==> config.mk <==
export PLATFORM = sky130hd
export DESIGN_NAME = fetch_pc_seq
export DESIGN_NICKNAME = d
export VERILOG_FILES = /design/src/rtl/fpc_pkg.sv /design/src/rtl/fpc_cond_eval.sv /design/src/rtl/fpc_base_reg.sv /design/src/rtl/fpc_exec_stage.sv /design/src/rtl/fetch_pc_seq.sv
export SDC_FILE = /design/constraint.sdc
export NUM_CORES = 1
export LEC_CHECK = 0
export BUFFER_PORTS_ARGS = -buffer_cell sky130_fd_sc_hd__buf_4
export CORE_ASPECT_RATIO = 0.6
export CORE_UTILIZATION = 51
export DETAILED_ROUTE_END_ITERATION = 10
export GPL_TIMING_DRIVEN = 0
export PLACE_DENSITY = 0.86
export SYNTH_ARGS = -nofsm -noshare
export SYNTH_HDL_FRONTEND = slang
export SYNTH_SLANG_ARGS = --single-unit
export TNS_END_PERCENT = 100
==> constraint.sdc <==
create_clock -name clk -period 6.7 [get_ports clk]
set_clock_uncertainty 0.1 [all_clocks]
set_input_delay 0.335 -clock clk [delete_from_list [all_inputs] [get_ports clk]]
set_output_delay 0.335 -clock clk [all_outputs]
set_load 0.05 [all_outputs]
==> src/rtl/fpc_pkg.sv <==
package fpc_pkg;
  typedef enum logic [3:0] {
    CC_ALWAYS = 4'd0,  CC_ZSET  = 4'd1,  CC_ZCLR  = 4'd2,  CC_CSET  = 4'd3,
    CC_CCLR   = 4'd4,  CC_NSET  = 4'd5,  CC_NCLR  = 4'd6,  CC_VSET  = 4'd7,
    CC_VCLR   = 4'd8,  CC_SGT   = 4'd9,  CC_SGE   = 4'd10, CC_SLT   = 4'd11,
    CC_SLE    = 4'd12, CC_UGT   = 4'd13, CC_ULE   = 4'd14, CC_NEVER = 4'd15
  } cond_e;

  typedef enum logic {
    ST_VECTOR,
    ST_RUN
  } seq_state_e;

  typedef enum logic [1:0] {
    EX_HOLD,
    EX_LOAD,
    EX_FLUSH
  } ex_cmd_e;
endpackage

==> src/rtl/fpc_cond_eval.sv <==
module fpc_cond_eval
  import fpc_pkg::*;
(
  input  logic [3:0] cond,
  input  logic [3:0] flags,
  output logic       take
);
  logic f_n, f_z, f_v, f_c;
  assign f_n = flags[3];
  assign f_z = flags[2];
  assign f_v = flags[1];
  assign f_c = flags[0];

  always_comb begin
    unique case (cond_e'(cond))
      CC_ALWAYS: take = 1'b1;
      CC_ZSET:   take = f_z;
      CC_ZCLR:   take = !f_z;
      CC_CSET:   take = f_c;
      CC_CCLR:   take = !f_c;
      CC_NSET:   take = f_n;
      CC_NCLR:   take = !f_n;
      CC_VSET:   take = f_v;
      CC_VCLR:   take = !f_v;
      CC_SGT:    take = !f_z && (f_n == f_v);
      CC_SGE:    take = (f_n == f_v);
      CC_SLT:    take = (f_n != f_v);
      CC_SLE:    take = f_z || (f_n != f_v);
      CC_UGT:    take = !f_c && !f_z;
      CC_ULE:    take = f_c || f_z;
      default:   take = 1'b0;
    endcase
  end
endmodule

==> src/rtl/fpc_base_reg.sv <==
module fpc_base_reg #(
  parameter int               ADDR_W     = 24,
  parameter int               ALIGN_BITS = 10,
  parameter logic [ADDR_W-1:0] RESET_VAL = 24'hC00000
) (
  input  logic              clk,
  input  logic              rst_n,
  input  logic              wr_en,
  input  logic [ADDR_W-1:0] wr_data,
  output logic [ADDR_W-1:0] base
);
  localparam logic [ADDR_W-1:0] LOW_MASK = ADDR_W'((1 << ALIGN_BITS) - 1);

  always_ff @(posedge clk) begin
    if (!rst_n)     base <= RESET_VAL & ~LOW_MASK;
    else if (wr_en) base <= wr_data & ~LOW_MASK;
  end

  assert_base_align_R6: assert property (@(posedge clk) disable iff (!rst_n)
    (base & LOW_MASK) == '0);

  assert_base_write_R6: assert property (@(posedge clk) disable iff (!rst_n)
    wr_en |=> (base[ADDR_W-1:ALIGN_BITS] == $past(wr_data[ADDR_W-1:ALIGN_BITS])));
endmodule

==> src/rtl/fpc_exec_stage.sv <==
module fpc_exec_stage
  import fpc_pkg::*;
#(
  parameter int ADDR_W  = 24,
  parameter int INSTR_W = 16
) (
  input  logic               clk,
  input  logic               rst_n,
  input  ex_cmd_e            cmd,
  input  logic [ADDR_W-1:0]  pc_in,
  input  logic [INSTR_W-1:0] instr_in,
  output logic               e_valid,
  output logic [ADDR_W-1:0]  e_pc,
  output logic [INSTR_W-1:0] e_instr
);
  always_ff @(posedge clk) begin
    if (!rst_n) begin
      e_valid <= 1'b0;
      e_pc    <= '0;
      e_instr <= '0;
    end else begin
      unique case (cmd)
        EX_LOAD: begin
          e_valid <= 1'b1;
          e_pc    <= pc_in;
          e_instr <= instr_in;
        end
        EX_FLUSH: e_valid <= 1'b0;
        default: ;
      endcase
    end
  end

  assert_flush_bubble_R9: assert property (@(posedge clk) disable iff (!rst_n)
    (cmd == EX_FLUSH) |=> !e_valid);

  assert_load_capture_R3: assert property (@(posedge clk) disable iff (!rst_n)
    (cmd == EX_LOAD) |=> (e_valid && e_pc == $past(pc_in)));
endmodule

==> src/rtl/fetch_pc_seq.sv <==
module fetch_pc_seq
  import fpc_pkg::*;
#(
  parameter int                ADDR_W     = 24,
  parameter int                INSTR_W    = 16,
  parameter int                VEC_NUM_W  = 6,
  parameter int                ALIGN_BITS = 10,
  parameter logic [ADDR_W-1:0] RESET_BASE = 24'hC00000
) (
  input  logic                 clk,
  input  logic                 rst_n,
  output logic                 imem_req,
  output logic [ADDR_W-1:0]    imem_addr,
  input  logic [INSTR_W-1:0]   imem_rdata,
  output logic                 vec_rd_req,
  output logic [ADDR_W-1:0]    vec_rd_addr,
  input  logic                 vec_rd_valid,
  input  logic [ADDR_W-1:0]    vec_rd_data,
  input  logic                 br_req,
  input  logic [3:0]           br_cond,
  input  logic [3:0]           br_flags,
  input  logic [ADDR_W-1:0]    br_target,
  input  logic                 exc_req,
  input  logic [VEC_NUM_W-1:0] exc_vec,
  input  logic                 mem_wait,
  input  logic                 base_wr_en,
  input  logic [ADDR_W-1:0]    base_wr_data,
  output logic [ADDR_W-1:0]    base_rd_data,
  output logic                 ex_valid,
  output logic [ADDR_W-1:0]    ex_pc,
  output logic [INSTR_W-1:0]   ex_instr
);
  localparam int                INSTR_BYTES = INSTR_W / 8;
  localparam logic [ADDR_W-1:0] PC_STEP     = ADDR_W'(INSTR_BYTES);

  seq_state_e        state;
  logic [ADDR_W-1:0] pc;
  logic [ADDR_W-1:0] vec_addr_q;
  logic [ADDR_W-1:0] table_base;
  logic [ADDR_W-1:0] entry_addr;
  logic              cond_ok;
  logic              accept, exc_go, br_go;
  ex_cmd_e           ex_cmd;

  fpc_cond_eval u_cond (
    .cond  (br_cond),
    .flags (br_flags),
    .take  (cond_ok)
  );

  fpc_base_reg #(
    .ADDR_W     (ADDR_W),
    .ALIGN_BITS (ALIGN_BITS),
    .RESET_VAL  (RESET_BASE)
  ) u_base (
    .clk     (clk),
    .rst_n   (rst_n),
    .wr_en   (base_wr_en),
    .wr_data (base_wr_data),
    .base    (table_base)
  );

  assign entry_addr = table_base + ADDR_W'({exc_vec, 2'b00});
  assign accept     = (state == ST_RUN) && !mem_wait;
  assign exc_go     = accept && exc_req;
  assign br_go      = accept && !exc_req && br_req && cond_ok;

  always_comb begin
    if (mem_wait)                            ex_cmd = EX_HOLD;
    else if (state == ST_VECTOR)             ex_cmd = EX_FLUSH;
    else if (exc_req || (br_req && cond_ok)) ex_cmd = EX_FLUSH;
    else                                     ex_cmd = EX_LOAD;
  end

  always_ff @(posedge clk) begin
    if (!rst_n) begin
      state      <= ST_VECTOR;
      pc         <= RESET_BASE;
      vec_addr_q <= RESET_BASE;
    end else begin
      unique case (state)
        ST_VECTOR: begin
          if (vec_rd_valid) begin
            pc    <= vec_rd_data;
            state <= ST_RUN;
          end
        end
        default: begin
          if (exc_go) begin
            vec_addr_q <= entry_addr;
            state      <= ST_VECTOR;
          end else if (br_go) begin
            pc <= br_target;
          end else if (accept) begin
            pc <= pc + PC_STEP;
          end
        end
      endcase
    end
  end

  fpc_exec_stage #(
    .ADDR_W  (ADDR_W),
    .INSTR_W (INSTR_W)
  ) u_exec (
    .clk      (clk),
    .rst_n    (rst_n),
    .cmd      (ex_cmd),
    .pc_in    (pc),
    .instr_in (imem_rdata),
    .e_valid  (ex_valid),
    .e_pc     (ex_pc),
    .e_instr  (ex_instr)
  );

  assign imem_req     = (state == ST_RUN);
  assign imem_addr    = pc;
  assign vec_rd_req   = (state == ST_VECTOR);
  assign vec_rd_addr  = vec_addr_q;
  assign base_rd_data = table_base;

  assert_seq_step_R3: assert property (@(posedge clk) disable iff (!rst_n)
    (accept && !exc_req && !(br_req && cond_ok)) |=> (pc == $past(pc) + PC_STEP));

  assert_branch_load_R4: assert property (@(posedge clk) disable iff (!rst_n)
    br_go |=> (pc == $past(br_target)));

  assert_wait_hold_R8: assert property (@(posedge clk) disable iff (!rst_n)
    mem_wait |=> ($stable(ex_valid) && $stable(ex_pc) && $stable(ex_instr)));

  assert_wait_pc_R8: assert property (@(posedge clk) disable iff (!rst_n)
    (mem_wait && state == ST_RUN) |=> $stable(imem_addr));

  assert_vector_load_R7: assert property (@(posedge clk) disable iff (!rst_n)
    (vec_rd_req && vec_rd_valid) |=> (imem_req && imem_addr == $past(vec_rd_data)));

  assert_exc_wins_R10: assert property (@(posedge clk) disable iff (!rst_n)
    (exc_go && br_req) |=> (vec_rd_req && vec_rd_addr == $past(entry_addr)));

  assert_vec_busy_R10: assert property (@(posedge clk) disable iff (!rst_n)
    (vec_rd_req && !vec_rd_valid) |=> (vec_rd_req && $stable(vec_rd_addr)));

  assert_redirect_bubble_R9: assert property (@(posedge clk) disable iff (!rst_n)
    (exc_go || br_go) |=> !ex_valid);
endmodule

### Word-level counts from Yosys, hierarchy flattened

Cells that the tools add are included.

| word-level totals | value |
|---|---|
| register bits | 104 |
| bits of input ports | 109 |
| logic and storage cells | 65 |

| operators by class | value |
|---|---|
| $add $sub $neg | 2 |
| equality and inequality tests | 20 |
| muxes and demuxes | 13 |
| bitwise operators | 1 |
| reduce and logical (&&, ||, !) cells | 22 |

Operator list:

| kind | count |
|---|---|
| 2-to-1 mux 24 bit | 5 |
| equality test 4 bit, second input constant | 7 |
| adder 24 x 2 -> 24 bit, second input constant | 1 |
| adder 24 x 8 -> 24 bit | 1 |
| equality test 4 x 3 -> 1 bit, second input constant | 4 |
| case mux 1 bit (15 select lines) | 1 |
| equality test 4 x 2 -> 1 bit, second input constant | 2 |
| logical AND 1 bit | 8 |
| zero test 1 bit | 6 |
| 2-to-1 mux 2 bit | 3 |
| equality test 4 x 1 -> 1 bit, second input constant | 1 |
| zero test 4 bit | 1 |
| nonzero test 2 bit | 2 |
| logical OR 1 bit | 3 |
| 2-to-1 mux 1 bit | 3 |
| inequality test 3 x 1 -> 1 bit, second input constant | 1 |
| AND reduction 3 bit | 1 |
| equality test 2 x 1 -> 1 bit, second input constant | 1 |
| equality test 2 bit, second input constant | 1 |
| inequality test 2 bit, second input constant | 1 |
| case mux 1 bit (2 select lines) | 1 |
| AND reduction 2 bit | 1 |
| equality test 1 bit | 1 |
| inequality test 1 bit | 1 |
| inverter 1 bit | 1 |

### Longest topological paths before layout

Gate-level depths: netlist of run 1.

| depth | value |
|---|---|
| word-level depth | 10 |
| gate-level depth with buffers | 12 |
| depth with buffers taken out | 10 |

### By module

From an unflattened synthesis of run 1, not the netlist that was laid out.

| unflattened totals | value |
|---|---|
| cell total of the unflattened synthesis | 613 |
| area total of the unflattened synthesis | 5,549.1 µm² |

Modules (own cells, without submodules):

| module | times used | cells each | area an instance (µm²) |
|---|---|---|---|
| fetch_pc_seq | 1 | 398 | 3,133.0 |
| fpc_exec_stage | 1 | 137 | 1,627.8 |
| fpc_base_reg | 1 | 56 | 616.8 |
| fpc_cond_eval | 1 | 22 | 171.4 |

### Least setup slack after synthesis of run 1

No wires, ideal clock.

| path | value |
|---|---|
| kind | reg2reg |
| start | reg state (netlist: imem_req) |
| end | reg u_exec.e_pc[16] |
| setup time | 0.128 ns |
| arrival | 2.659 ns |
| setup slack | 3.814 ns |
| cell stages (with the launch flop) | 10 |
| buffers on the path | 3 |
| path through | dfxtp_1 -> inv_1 -> clkbuf_1 -> nor3_1 -> or2_2 -> ha_1 -> clkbuf_1 -> clkbuf_1 -> mux2i_1 -> nor2_1 |

| on the way | value |
|---|---|
| longest elaborated chain between the ends | 3 |

Ends and longest elaborated chain:

| what | line | source |
|---|---|---|
| start, declared | fetch_pc_seq.sv:36 | `seq_state_e state;` |
| start signal, assigned | fetch_pc_seq.sv:77 | `state <= ST_VECTOR;` |
| start signal, assigned | fetch_pc_seq.sv:85 | `state <= ST_RUN;` |
| start signal, assigned | fetch_pc_seq.sv:91 | `state <= ST_VECTOR;` |
| 2-to-1 mux 2 bit | fetch_pc_seq.sv:70 | `else if (state == ST_VECTOR) ex_cmd = EX_FLUSH;` |
| 2-to-1 mux 2 bit | fetch_pc_seq.sv:69 | `if (mem_wait) ex_cmd = EX_HOLD;` |
| equality test 2 x 1 -> 1 bit | fpc_exec_stage.sv:22 | `unique case (cmd)` |
| end signal, assigned | fpc_exec_stage.sv:25 | `e_pc <= pc_in;` |
| end, declared | fpc_exec_stage.sv:13 | `output logic [ADDR_W-1:0] e_pc,` |

Every way passes these cells.
A chain may end at the register's enable or synchronous reset.

### Final worst setup path of run 1

| path | value |
|---|---|
| start | in br_cond[0] |
| end | reg u_exec.e_pc[12] |

| on the way | value |
|---|---|
| longest elaborated chain between the ends | 8 |
| elaborated cells between the ends (all ways) | 22 |
| those cells by class | 15 x eq/ne; 4 x mux; 3 x reduce/logical |

Ends and longest elaborated chain:

| what | line | source |
|---|---|---|
| start, declared | fetch_pc_seq.sv:20 | `input logic [3:0] br_cond,` |
| equality test 4 bit (tied with other cells) | fpc_cond_eval.sv:15 | `unique case (cond_e'(cond))` |
| case mux 1 bit (15 select lines) * | fpc_cond_eval.sv:15 |  |
| logical AND 1 bit * | fetch_pc_seq.sv:71 | `else if (exc_req \|\| (br_req && cond_ok)) ex_cmd = EX_FLUSH;` |
| logical OR 1 bit * | fetch_pc_seq.sv:71 |  |
| 2-to-1 mux 2 bit * | fetch_pc_seq.sv:71 |  |
| 2-to-1 mux 2 bit * | fetch_pc_seq.sv:70 |  |
| 2-to-1 mux 2 bit * | fetch_pc_seq.sv:69 |  |
| equality test 2 x 1 -> 1 bit * | fpc_exec_stage.sv:22 |  |

Mark *: on every way between the ends. The rest lies on a longest branch, timed or not.

==> results of run 1 <==
worst max-delay path, stage by stage:
cell and delay, ns:
buf_4 0.12, buf_6 0.13, mux2_2 0.26, o2111a_1 0.15, a211oi_2 0.31, a21boi_2 0.19
nor3_1 0.21, or2_2 0.15, ha_1 0.13, clkbuf_1 0.22, clkbuf_1 0.63, mux2i_1 0.30
nor2_1 0.06
metal layers:
metal | GRT usage (%) | vias to the layer above | share of wire [%]
li1 | - | 2321 | -
met1 | 41.2 | 2323 | 43
met2 | 51.3 | 237 | 46
met3 | 9.56 | 27 | 9.4
met4 | 9.52 | 0 | 1.6
met5 | 0 | - | 0
layout by cell type (no fill, tap or decap), types with 3 or more instances in the layout:
cell	n
nand4_1	6
o22ai_1	11
xnor2_1	14
and3_1	17
inv_1	6
nor2b_1	7
o21ai_0	22
mux2i_1	75
o211ai_1	4
and4_1	3
inv_6	3
dfxtp_1	100
conb_1	14
xor2_1	6
a21oi_1	37
buf_6	4
buf_4	213
ha_1	3
nor4_1	3
nor4_2	3
or3_1	5
nand3_1	11
nand2_1	54
nor2_1	61
a2111oi_0	5
nor3_1	9
clkbuf_16	9
clkbuf_1	32
stage by stage:
stage	area, um2	power (W)	util, %
final	6800	0.00154	77.2
after global placement	6480	0.000968	73.5
after detailed placement	6480	0.000977	73.5
after CTS	6800	0.00154	77.2
after global routing	6800	0.00159	77.2
after floorplan	4840	0.000855	-
state kept, by name, indices dropped and copies added (netlist names):
register and flops:
u_exec.e_instr 16, u_exec.e_pc 24, vec_rd_addr 20, imem_addr 24, imem_req 1, u_exec.e_valid 1
u_base.base 14
power by group through the flow:
stage,registers (W),logic [W],clock network [W]
2_1_floorplan,0.000733,0.000122,0
3_3_place_gp,0.000659,0.000308,0
3_5_place_dp,0.000661,0.000316,0
4_1_cts,0.000647,0.000317,0.000572
5_1_grt,0.000652,0.000338,0.000600
6_report,0.000649,0.000320,0.000568
cell type report:
type / count / area (um2) / area share (%)
plain buffers: 53 / 287 / 4.21
clock buffers: 9 / 225 / 3.31
clock inverters: 7 / 96.3 / 1.42
inverters: 6 / 22.5 / 0.331
multi-input cells: 397 / 2530 / 37.1
flip-flops and latches: 100 / 2000 / 29.4
well taps: 126 / 158 / 2.32
repair buffers: 198 / 1490 / 21.8
cells by family (layout without fill, tap and decap cells):
family | after synthesis | count (layout) | synth area share, %
simple gates | 189 | 189 | 19.1
xor+xnor | 20 | 20 | 3.66
compound gates | 94 | 94 | 12.0
fa+ha+maj | 3 | 3 | 0.784
mux | 77 | 77 | 16.1
flops | 100 | 100 | 41.8
buf+inv | 59 | 273 | 6.45
other cells | 1 | 14 | 0.0783
final timing paths:
kind	start	endpoint	slack, ns	cells after the start
setup reg to reg	imem_req	u_exec.e_pc[12]	3.69	9
setup / recovery	br_cond[0]	u_exec.e_pc[12]	3.61	13
hold reg to reg	vec_rd_addr[7]	vec_rd_addr[7]	0.36	2
hold / removal	base_wr_data[23]	u_base.base[23]	0.11	3
==> reports/qor.yml, run 1 <==
async_reset_ff_share_pct: 0
setup.worst_path.end_class: "register"
leakage_nw: 2.96
wirelength_mm: 15.3
avgSynthCellArea_um2: 8.82
place_ws_ns: 3.30
p_sw_w: 0.000468
status: "finished, final reports clean"
synth_seq_cells: 100
antenna_found_initial: 0
clk_latency_ns: 0.34
grt_pass1_wl_mm: 24.5
cp-start-kind: "input port"
cts_resized: 0
yosys.area.top_type_share_pct: 41.8
crit_required_ns: 6.81
max-slew-margin-rel_pct: 47.0
cts_tree: "built"
synthTopCellsByArea: "dfxtp_1, mux2i_1, nor2_1, nand2_1, a21oi_1"
dpl.hpwl_mm: 11.7
final_antenna_net_count: 0
grt_pass1_vias: 4829
nFillCells: 637
die_h_um: 77.1
clock.fmax_mhz: 324
synth_seq_area_share_pct: 41.8
num_antenna_cells: 0
slew_viol_final: 0
layout-drive-gt1-share_pct: 31.6
final_cells: 896
grt_max_degree: 18
post_cts_buffers: 0
fin_crit_ns: 3.09
globalRoute.totalOverflow: 0
numPortBuffers: 198
pin_count: 224
num_rows: 26
synth_most_common_cell: "dfxtp_1"
syn-cell-area_um2: 4790
clockBufferDepth: 2
setup_violations: 0
yosysWarningCount: 0
first_pass_iters: 5
p_comb_share_pct: 20.8
drt-initial-drc-count: 288
synth_edf_count: 0
hold_buffers: 0
hold_path.class: "in2reg"
die_x_um: 127
setup_ws_ns: 3.61
cts_root_buf: "clkbuf_16"
hold_viol: 0
criticalPathCategory: "in2reg"
areaGrowthSynthToFinish_pct: 42.1
grt_usage_pct: 31.9
cap_violations: 0
yosysTopAreaCell: "dfxtp_1"
placed_cells: 880
wire_per_inst_um: 17.1
gp_congestion: 0.924
cts_sinks: 100
vias_per_cell: 5.48
htreeDepth: 3
drc: 0
start_util_pct: 54.3
syn_inst: 543
seq_power_share_pct: 42.2
tightest_slew_ns: 0.789
core-area_um2: 8820
cp_data_arrival_time_ns: 3.20
worstPathMaxFanout: 10
yosys-top-cells-count: "dfxtp_1, mux2i_1, nor2_1"
min_period_over_period_pct: 46.1
rsz0062_at_grt: "no"
ys.flop_type: "dfxtp_1"
cts_buffers: 9
power.density_nw_per_um2: 226
dieArea_um2: 9800
tns_ns: 0
peakVddDrop_mv: 0.180
clk_pin_slew_ns: 0.07
synthDistinctLibCells: 54
holdWs_ns: 0.114
nets: 877
p_int_w: 0.00107
switching_share_pct: 30.4
pwr-share-clk_pct: 37.0
vias: 4908
No activity file was read; power rests on OpenSTA's default activity.
==> run 2, diff against run 1 <==
--- a/config.mk
+++ b/config.mk
@@ -7,10 +7,10 @@
 export LEC_CHECK = 0
 export BUFFER_PORTS_ARGS = -buffer_cell sky130_fd_sc_hd__buf_4
 export CORE_ASPECT_RATIO = 0.6
-export CORE_UTILIZATION = 51
+export CORE_UTILIZATION = 47
 export DETAILED_ROUTE_END_ITERATION = 10
 export GPL_TIMING_DRIVEN = 0
-export PLACE_DENSITY = 0.86
+export PLACE_DENSITY = 0.81
 export SYNTH_ARGS = -nofsm -noshare
 export SYNTH_HDL_FRONTEND = slang
 export SYNTH_SLANG_ARGS = --single-unit
==> constraint.sdc (replaced) <==
create_clock -name clk -period 2.9 [get_ports clk]
set_clock_uncertainty 0.1 [all_clocks]
set_input_delay 0.145 -clock clk [delete_from_list [all_inputs] [get_ports clk]]
set_output_delay 0.145 -clock clk [all_outputs]
set_load 0.05 [all_outputs]
==> reports/qor.yml, run 2 (same netlist as run 1, synthesis figures left out) <==
status: "finished, final reports clean"
grt_max_degree: 19  # +1
final_antenna_net_count: 0  # unchanged
gp_congestion: 0.901  # -2.5%
vias: 5105  # +4.0%
antenna_found_initial: 0  # unchanged
r2r-end: "u_exec.e_instr[6]"
start_util_pct: 48.5  # -5.8 points
wirelength_mm: 16.0  # +4.6%
cp_common_cell: "nor3_1"
worstHoldPathCells: 3  # unchanged
die_h_um: 80.2  # +4.1%
seq_power_share_pct: 41.2  # -1.0 points
min_period_over_period_pct: 90.4
max-slew-margin-rel_pct: 47.2  # +0.16 points
clk_latency_ns: 0.35  # about the same
globalRoute.totalOverflow: 0  # unchanged
die_x_um: 132  # +4.1%
grt_usage_pct: 29.3  # -2.5 points
layout-drive-gt1-share_pct: 30.4  # -1.2 points
p_comb_share_pct: 21.8  # +1.0 points
leakage_nw: 3.16  # +6.8%
pin_count: 224  # unchanged
peakVddDrop_mv: 0.311  # +73%
grt_pass1_vias: 4801  # -0.58%
fin_crit_ns: 2.62
crit_chain: "buf_4 -> buf_6 -> or3_1 -> nor3_1 -> a211oi_2 -> a21boi_2 -> nor3_1 -> or2_2 -> ha_1 -> clkbuf_1 -> clkbuf_2 -> mux2i_1 -> nor2_1"
num_rows: 28  # +7.7%
rsz0062_at_grt: "no"
clockBufferDepth: 2  # unchanged
slew_viol_final: 0  # unchanged
num_antenna_cells: 0  # unchanged
nets: 923  # +5.2%
cts_buffers: 9  # unchanged
clk_pin_slew_ns: 0.07  # about the same
cpPeakStageDelay_ns: 0.35  # -0.28 ns
setup_violations: 0  # unchanged
min_from: "br_target[15]"
hold_viol: 0  # unchanged
cp_data_arrival_time_ns: 2.74  # -0.46 ns
criticalPathCategory: "in2reg"
vias_per_cell: 5.37  # -2.0%
wire_per_inst_um: 16.8  # -1.4%
dieArea_um2: 10600  # +8.3%
r2r-start: "imem_req"
cp-start-kind: "input port"
p_sw_w: 0.00112  # +140%
setup_ws_ns: 0.278  # -3.34 ns
reg2regPathDepth: 9  # unchanged
drt-initial-drc-count: 243  # -16%
drc: 0  # unchanged
cap_violations: 0  # unchanged
worstPathMaxFanout: 10  # unchanged
mostFrequentLayoutCell: "buf_4"
p_int_w: 0.00252  # +140%
p_total_w: 0.00364  # +140%
cts_sinks: 100  # unchanged
first_pass_iters: 5  # unchanged
switching_share_pct: 30.8  # +0.32 points
mostFrequentLayoutCells: "buf_4, dfxtp_1, mux2i_1"
tightest_slew_ns: 0.792  # +0.00368 ns
crit_required_ns: 3.02  # -3.79 ns
post_cts_buffers: 0  # unchanged
cts_root_buf: "clkbuf_16"
holdPathEnd: "imem_addr[15]"
cts_tree: "built"
clock.fmax_mhz: 381
rrSetupSlack_ns: 0.35  # -3.34 ns
htreeDepth: 3  # unchanged
dpl.hpwl_mm: 11.3  # -3.0%
worst_path_max_delay_cell: "a21boi_2"
place_ws_ns: -0.344  # -3.64 ns
areaGrowthSynthToFinish_pct: 52.3
power.density_nw_per_um2: 499  # +120%
numPortBuffers: 198  # unchanged
hold_path.class: "in2reg"
pwr-share-clk_pct: 37.1  # about the same
grt_pass1_wl_mm: 24.3  # -0.62%
setup.worst_path.end_class: "register"
core-area_um2: 9880  # +12%
-- run 2: power groups by stage --
stage	combinational, W	clock (W)	sequential, W
detailed placement	0.000728	0	0.00153
global route	0.000835	0.00141	0.00151
floorplan	0.000282	0	0.00169
global placement	0.000715	0	0.00152
finish	0.000792	0.00135	0.00150
CTS	0.000781	0.00135	0.00149
-- run 2: layout make-up --
class	instances	area, um2
Fill cell	755	2580
Timing Repair Buffer	244	1950
Sequential cell	100	2000
Tap cell	135	169
Clock buffer	9	225
Multi-Input combinational cell	397	2530
Buffer	53	292
Inverter	6	22.5
Clock inverter	7	106
-- run 2: how the worst max path moves through the flow --
stage | start | to | slack [ns]
after floorplan | imem_req | u_exec.e_pc[8] | 0.01
after global placement | br_cond[0] | u_exec.e_pc[23] | -0.25
after detailed placement | br_cond[0] | u_exec.e_pc[15] | -0.34
after CTS | br_cond[0] | u_exec.e_instr[9] | 0.08
after global routing | br_cond[0] | u_exec.e_pc[13] | 0.04
final | br_cond[1] | u_exec.e_instr[6] | 0.28
-- run 2: stage by stage --
step / setup TNS, ns / cell area (um2) / cells / util, % / hold WS (ns)
after floorplan: 0 / 4840 / 556 / - / 0.174
after global placement: -7.52 / 6490 / 889 / 65.7 / 0.266
after detailed placement: -10.92 / 6490 / 889 / 65.7 / 0.279
after CTS: 0 / 7290 / 951 / 73.8 / 0.00482
after global routing: 0 / 7300 / 951 / 73.8 / 0.00265
final: 0 / 7300 / 951 / 73.8 / 0.0109
-- run 2: critical path, delay by kind of cell --
kind                       cells  cell delay, ns
AOI/OAI and AO/OA              2            0.44
adders and majority gates      1            0.18
and+or+nand+nor                5            1.00
buffers and inverters          4            0.70
muxes                          1            0.26
-- run 2: timing repair --
item,CTS,global route
hold endpoints to repair,46,0
pin swaps,0,0
setup endpoints to repair,20,20
gates resized for setup,3,4
hold buffers,46,0
-- run 2: routing by layer --
| layer | GRT usage, % | vias up | routed length, um |
|---|---|---|---|
| met5 | 0 | - | 0 |
| met4 | 8.28 | 0 | 219 |
| met3 | 8.27 | 18 | 1550 |
| met2 | 47.7 | 261 | 7370 |
| met1 | 38.1 | 2410 | 6850 |
| li1 | - | 2416 | - |
==> run 3, diff against run 2 <==
--- a/config.mk
+++ b/config.mk
@@ -11,6 +11,7 @@
 export DETAILED_ROUTE_END_ITERATION = 10
 export GPL_TIMING_DRIVEN = 0
 export PLACE_DENSITY = 0.81
+export REMOVE_ABC_BUFFERS = 1
 export SYNTH_ARGS = -nofsm -noshare
 export SYNTH_HDL_FRONTEND = slang
 export SYNTH_SLANG_ARGS = --single-unit
==> reports/qor.yml, run 3 (same netlist as run 1, synthesis figures left out) <==
min_period_over_period_pct: 91.5  # +1.0 points
num_antenna_cells: 0  # unchanged
grt_usage_pct: 28.6  # -0.69 points
holdWs_ns: 0.00803  # -0.00291 ns
cts_sinks: 100  # unchanged
peakVddDrop_mv: 0.309  # -0.69%
antenna_found_initial: 0  # unchanged
switching_share_pct: 31.5  # +0.72 points
cp_data_arrival_time_ns: 2.76  # +0.02 ns
areaGrowthSynthToFinish_pct: 49.6
status: "finished, final reports clean"
rrSetupSlack_ns: 0.25  # -0.10 ns
max-slew-margin-rel_pct: 32.3  # -15 points
clk_pin_slew_ns: 0.07  # about the same
die_h_um: 80.2  # unchanged
dpl.hpwl_mm: 10.4  # -8.2%
clock.fmax_mhz: 377  # -1.1%
p_comb_share_pct: 22.2  # +0.4 points
rsz0062_at_grt: "no"
numPortBuffers: 199  # +0.51%
p_int_w: 0.00235  # -6.8%
htreeDepth: 3  # unchanged
tns_ns: 0  # unchanged
setup_violations: 0  # unchanged
start_util_pct: 48.5  # unchanged
drt-initial-drc-count: 260  # +7.0%
final_cells: 913  # -4.0%
cts_tree: "built"
globalRoute.totalOverflow: 0  # unchanged
mostFrequentLayoutCell: "buf_4"
power.density_nw_per_um2: 478  # -4.0%
place_area_um2: 6330  # -2.5%
num_rows: 28  # unchanged
p_sw_w: 0.00108  # -3.6%
clockBufferDepth: 2  # unchanged
worstPathMaxFanout: 27  # +17
fin_crit_ns: 2.65  # +0.0300 ns
wire_per_inst_um: 17.0  # +1.3%
cts_root_buf: "clkbuf_16"
cp-start-kind: "register"
final_antenna_net_count: 0  # unchanged
seq_power_share_pct: 44.0  # +2.8 points
criticalPathCategory: "reg2reg"
grt_pass1_vias: 4665  # -2.8%
die_x_um: 132  # unchanged
hold_path.class: "in2reg"
pwr-share-clk_pct: 33.8  # -3.3 points
vias: 4921  # -3.6%
leakage_nw: 3.06  # -3.2%
clk_latency_ns: 0.34  # about the same
cts_buffers: 9  # unchanged
nets: 885  # -4.1%
core-area_um2: 9880  # unchanged
vias_per_cell: 5.39  # +0.41%
layout-drive-gt1-share_pct: 31.0  # +0.58 points
cap_violations: 0  # unchanged
gp_congestion: 0.836  # -7.2%
tightest_slew_ns: 1.01  # +0.222 ns
grt_max_degree: 54  # +35
hold_viol: 0  # unchanged
utilization_pct: 72.5  # -1.3 points
stdcell_area_um2: 7160  # -1.8%
grt_pass1_wl_mm: 23.9  # -1.7%
setup.worst_path.end_class: "register"
mostFrequentLayoutCells: "buf_4, dfxtp_1, mux2i_1"
crit_required_ns: 3.01  # about the same
dieArea_um2: 10600  # unchanged
slew_viol_final: 0  # unchanged
drc: 0  # unchanged
placed_cells: 842  # -5.3%
pin_count: 224  # unchanged
wirelength_mm: 15.5  # -2.8%
first_pass_iters: 7  # +2
-- run 3: cell count changes in the layout (fill, tap and decap cells not counted), moves of 3 or more --
| cell | previous run | this run |
|---|---|---|
| clkbuf_2 | 4 | 0 |
| buf_4 | 213 | 205 |
| buf_6 | 4 | 1 |
| clkbuf_1 | 28 | 2 |
-- run 3: layout make-up --
class / count / area [um2]
clock buffer: 12 / 246
clock inverter: 4 / 33.8
inverter: 6 / 26.3
timing repair inverter: 1 / 5.00
multi-input combinational: 397 / 2570
sequential: 100 / 2000
tap: 135 / 169
fill: 750 / 2720
timing repair buffer: 258 / 2110
-- run 3: critical path, stage by stage, from the launching register on --
cell,delay [ns]
dfxtp_2,0.54
clkinvlp_4,0.21
buf_4,0.23
nor3_1,0.30
or2_2,0.19
ha_4,0.34
buf_12,0.26
mux2i_1,0.23
nor2_1,0.06
-- run 3: per-layer routing --
layer  vias up  GRT usage, %  wire [um]  part of all wire (%)
met5         -             0          0                     0
met4         0          6.32         98                  0.63
met3        10          7.13       1290                   8.3
met2       213          48.9       7340                    47
met1      2361          36.6       6820                    44
li1       2337             -          -                     -
-- run 3: power groups by stage --
| stage | Clock, W | Sequential (W) | Combinational (W) |
|---|---|---|---|
| detailed placement | 0 | 0.00153 | 0.000693 |
| floorplan | 0 | 0.00170 | 0.000238 |
| global route | 0.00123 | 0.00151 | 0.000802 |
| global placement | 0 | 0.00153 | 0.000668 |
| finish | 0.00116 | 0.00151 | 0.000762 |
| CTS | 0.00117 | 0.00150 | 0.000754 |
-- run 3: stage by stage --
step	power [W]	worst slack [ns]
2_1_floorplan	0.00194	-2.03
3_3_place_gp	0.00220	-3.37
3_5_place_dp	0.00223	-0.857
4_1_cts	0.00343	0.0826
5_1_grt	0.00355	0.114
6_report	0.00343	0.248
-- run 3: final timing paths --
| path | cells after the start | startpoint | to |
|---|---|---|---|
| setup reg to reg | 8 | imem_req | u_exec.e_pc[20] |
| hold reg to reg | 2 | vec_rd_addr[11] | vec_rd_addr[11] |
| setup / recovery | 8 | imem_req | u_exec.e_pc[20] |
| hold / removal | 3 | br_target[2] | imem_addr[2] |
-- run 3: timing repair --
item                                   4_1_cts  5_1_grt
gates cloned                                 1        0
pin swaps                                    0        1
setup endpoints to repair                   63       27
endpoints found under the hold margin       47        0
gates resized for setup                      4        0
hold buffers                                48        0
setup buffers                                5        1
